**src/rtl/stab_mem_pkg.sv**
```systemverilog
package stab_mem_pkg;
  // Check slot of bit idx inside group grp on a p x p grid.
  function automatic int grid_slot(input int idx, input int grp, input int p);
    return ((idx % p) + grp * (idx / p)) % p;
  endfunction
endpackage

```
**src/rtl/stab_parity_net.sv**
```systemverilog
module stab_parity_net
  import stab_mem_pkg::*;
#(
  parameter int P = 5,
  parameter int J = 4
) (
  input  logic [P*P-1:0] word_i,
  output logic [J*P-1:0] syn_o
);
  localparam int N = P * P;

  for (genvar g = 0; g < J; g++) begin : g_grp
    for (genvar s = 0; s < P; s++) begin : g_chk
      logic acc;
      always_comb begin
        acc = 1'b0;
        for (int i = 0; i < N; i++) begin
          if (grid_slot(i, g, P) == s) acc = acc ^ word_i[i];
        end
      end
      assign syn_o[g*P+s] = acc;
    end
    if (g > 0) begin : g_sum_chk
      // each group partitions all bits, so group parities agree
      always_comb begin
        p_group_sum_r3: assert (^syn_o[0 +: P] == ^syn_o[g*P +: P]);
      end
    end
  end
endmodule

```
**src/rtl/stab_bit_vote.sv**
```systemverilog
module stab_bit_vote
  import stab_mem_pkg::*;
#(
  parameter int P   = 5,
  parameter int J   = 4,
  parameter int IDX = 0
) (
  input  logic           own_i,
  input  logic [J*P-1:0] syn_i,
  output logic           nxt_o
);
  localparam int NV   = J - 1;
  localparam int HALF = NV / 2;

  logic [NV-1:0] est;
  logic [$clog2(NV+1)-1:0] ones;

  for (genvar g = 0; g < NV; g++) begin : g_est
    localparam int SLOT = grid_slot(IDX, g, P);
    // full check parity with own bit removed = XOR of the other bits
    assign est[g] = syn_i[g*P+SLOT] ^ own_i;
  end

  always_comb begin
    ones = '0;
    for (int v = 0; v < NV; v++) ones = ones + {{($clog2(NV+1)-1){1'b0}}, est[v]};
    nxt_o = (int'(ones) > HALF);
  end

  // unanimous estimates equal to the own bit keep it
  always_comb begin
    if (est == {NV{own_i}}) p_agree_keep_r7: assert (nxt_o == own_i);
  end
endmodule

```
**src/rtl/stab_mem.sv**
```systemverilog
module stab_mem #(
  parameter int P = 5,
  parameter int J = 4
) (
  input  logic           clk,
  input  logic           rst_n,
  input  logic           wr_en,
  input  logic [P*P-1:0] wr_word,
  input  logic [P*P-1:0] flip_mask,
  output logic [P*P-1:0] word_o,
  output logic           synd_err_o
);
  localparam int N    = P * P;
  localparam int NCHK = J * P;

  logic [N-1:0]    word_q;
  logic [N-1:0]    seen;
  logic [N-1:0]    fixed;
  logic [N-1:0]    word_d;
  logic [NCHK-1:0] syn;

  assign seen = word_q ^ flip_mask;

  stab_parity_net #(.P(P), .J(J)) u_par (
    .word_i (seen),
    .syn_o  (syn)
  );

  for (genvar i = 0; i < N; i++) begin : g_bit
    stab_bit_vote #(.P(P), .J(J), .IDX(i)) u_vote (
      .own_i (seen[i]),
      .syn_i (syn),
      .nxt_o (fixed[i])
    );
  end

  always_comb begin
    word_d = wr_en ? wr_word : fixed;
  end

  always_ff @(posedge clk or negedge rst_n) begin
    if (!rst_n) word_q <= '0;
    else        word_q <= word_d;
  end

  assign word_o     = word_q;
  assign synd_err_o = |syn;

  // load lands unchanged
  p_load_exact_r2: assert property (@(posedge clk) disable iff (!rst_n)
    wr_en |=> word_o == $past(wr_word));

  // quiet cycle on a clean word holds it
  p_hold_clean_r4: assert property (@(posedge clk) disable iff (!rst_n)
    (!wr_en && flip_mask == '0 && !synd_err_o) |=> $stable(word_o));
endmodule

```
**config.mk**
```make
export PLATFORM = sky130hd
export DESIGN_NAME = stab_mem
export DESIGN_NICKNAME = d
export VERILOG_FILES = /design/src/rtl/stab_mem_pkg.sv /design/src/rtl/stab_parity_net.sv /design/src/rtl/stab_bit_vote.sv /design/src/rtl/stab_mem.sv
export SDC_FILE = /design/constraint.sdc
export NUM_CORES = 1
export LEC_CHECK = 0
export ABC_AREA = 1
export BUFFER_PORTS_ARGS = -buffer_cell sky130_fd_sc_hd__buf_2
export CAP_MARGIN = 10
export CORE_UTILIZATION = 35
export CTS_CLUSTER_SIZE = 16
export DETAILED_ROUTE_END_ITERATION = 8
export PLACE_DENSITY = 0.54
export SYNTH_ARGS = -nofsm -noshare
export SYNTH_HDL_FRONTEND = slang
export SYNTH_HIERARCHICAL = 1
export SYNTH_SLANG_ARGS = --single-unit
```
**constraint.sdc**
```tcl
create_clock -name clk -period 2.15 [get_ports clk]
set_input_delay 0.43 -clock clk [delete_from_list [all_inputs] [get_ports clk]]
set_output_delay 0.43 -clock clk [all_outputs]
set_load 0.005 [all_outputs]
```
==> qor.yml <==
status:
  outcome: "finished with violations"
  violations: "setup timing"
worst_setup_path:
  worst_ep_required_time_ps: 1720
  crit_path_max_fanout: 4
  critPathLaunchType: "flip-flop"
  r2r_slack_ps: -340
  crit_type: "reg2out"
  worst_setup_path_end_kind: "primary output"
  cp.arrival_ps: 2190
timing:
  layout_min_cycle_time_ps: 2620
  max-slew-margin-rel_pct: 52.9
  setup_viol: 26
  rsz0062_at_grt: "yes"
  finalHoldViolCount: 0
  slew_violations: 0
  max_freq_mhz: 382
  timing.final.ws_setup_ps: -471
  worstMarginPinSlew_ps: 707
  fin_crit_sh_pct: 122
  fin_skew_ps: 12.4
route:
  drc: 0
  antenna_left: 0
  dr.pass1.iters: 5
  route.vias.total: 4201
  routed_via_density: 4.55
  drt_iter0_markers: 138
  wl_per_cell_um: 14.1
  wirelength_um: 13000
global_routing:
  overflow: 0
  track_usage_pct: 23.0
  grt_pass1_wl_um: 20200
  antenna_found_initial: 0
  first_global_vias: 4063
  grt_max_degree: 26
clock_network:
  cts_made_buffers: 3
  clk_pin_slew_ps: 90
  h-tree-depth: 1
  root_buffer: "clkbuf_16"
  cts_tree: "yes"
  worstSkewPairLatency_ps: 290
  clock_sinks: 25
  ctsLongestPathBuffers: 2
synth:
  synth_cell_types: 14
  yosysTopAreaCell: "xor2_1"
  synth.area.top_cells: "xor2_1, nand2_1, dfrtp_1"
  synth-warning-count: 6
  syn_inst: 610
  syn-mean-instance-area_um2: 6.53
  syn_nets: 688
  yosys.area.top_type_share_pct: 20.9
  synth_area_um2: 3980
  synth-seq-area-share_pct: 15.7
  ys_ff_latch: 25
cells_and_area:
  diodes: 0
  area_growth_syn_to_layout_pct: 56.6
  final_cell_mix: "nand2_1, inv_1, buf_4"
  layout-drive-gt1-share_pct: 44.1
  fill_cells: 1044
  nNetsFinal: 863
  fin_util_pct: 56.8
  final_common_cell: "nand2_1"
  largest_reg_flops: 25
placed_design:
  gp_congestion: 0.882
  dp.final_hpwl_um: 10300
  port_buffers: 78
floorplan:
  dieWidth_um: 109
  initial_utilization_pct: 36.3
  die_area_um2: 11800
  ios: 79
  core_um2: 11000
  die_h_um: 109
  num_rows: 38
flow_run:
  maxCapViolCount: 0
worst_hold_path:
  hold_class: "in2async"
## logic make-up (layout without fill, tap and decap cells)
| group | count (synthesis) | after routing | share of synthesized area [%] |
|---|---|---|---|
| adder cells (fa/ha/maj) | 25 | 25 | 7.85 |
| multiplexers | 25 | 25 | 8.95 |
| buffers and inverters | 142 | 316 | 16.4 |
| AND/OR/NAND/NOR | 298 | 298 | 30.2 |
| XOR/XNOR | 95 | 95 | 20.9 |
| flip-flops | 25 | 25 | 15.7 |
## cells in the mapped netlist (all sizes together)
cell and n:
mux2 25, nand2 219, nor2 12, ha 25, and2 1, inv 116, dfrtp 25, buf 26
xor2 95, nand3 66
## through the flow
step                setup slack, ps  TNS (ps)  hold WS, ps  area, um2  cells
detailed placement             -388     -8470          523       5490    888
floorplan                     -12.8     -58.1          134       4530    610
finish                         -471     -5680          183       6230    924
CTS                            -468     -4710          207       5920    914
global route                   -593     -8730          233       6230    924
global placement               -409     -8020          516       5490    888
## critical path, cell delays in order (launching register included)
cell and delay, ps:
dfrtp_2 450, xor2_4 260, inv_2 80, buf_6 120, buf_4 120, nand2_2 50, nand2_1 50, nand2_1 70
nand2_1 70, nand2_2 80, nand2_4 60, nor2_2 100, nand2_1 50, nor2_1 100, nand3_1 100, buf_2 140
## what timing repair did
item / CTS / global route
hold buffers: 0 / 0
pin swaps: 38 / 59
buffers inserted: 24 / 11
gates resized for setup: 58 / 53
cloned: 0 / 0
endpoints found under the setup margin: 26 / 26
## final timing paths
check | start | endpoint | cells past startpoint
min | rst_n | word_o[5] | 1
min in group clk | wr_word[17] | word_o[17] | 2
max reg2reg | word_o[14] | word_o[14] | 16
max | word_o[14] | synd_err_o | 15
min reg2reg | word_o[9] | word_o[9] | 5
max in group asynchronous | rst_n | word_o[19] | 1
## routing by layer
layer / GRT usage [%] / up-vias / routed length (um)
met5: 0 / - / 0
met4: 6.85 / 0 / 235
met3: 1.61 / 15 / 476
met2: 41.9 / 93 / 6590
met1: 28.8 / 1949 / 5690
li1: - / 2144 / -
## layout make-up
class                           count  area, um2  area share (%)
Inverter                          116        438            7.02
Sequential cell                    25        646            10.4
Clock inverter                      1       7.51           0.120
Tap cell                          140        175            2.81
Clock buffer                        3       75.1            1.20
Multi-Input combinational cell    443       3460            55.5
Timing Repair Buffer              196       1430            23.0
Power is not shown: default switching activity piles up to over one toggle a cycle in this logic, so the estimate is an artifact.
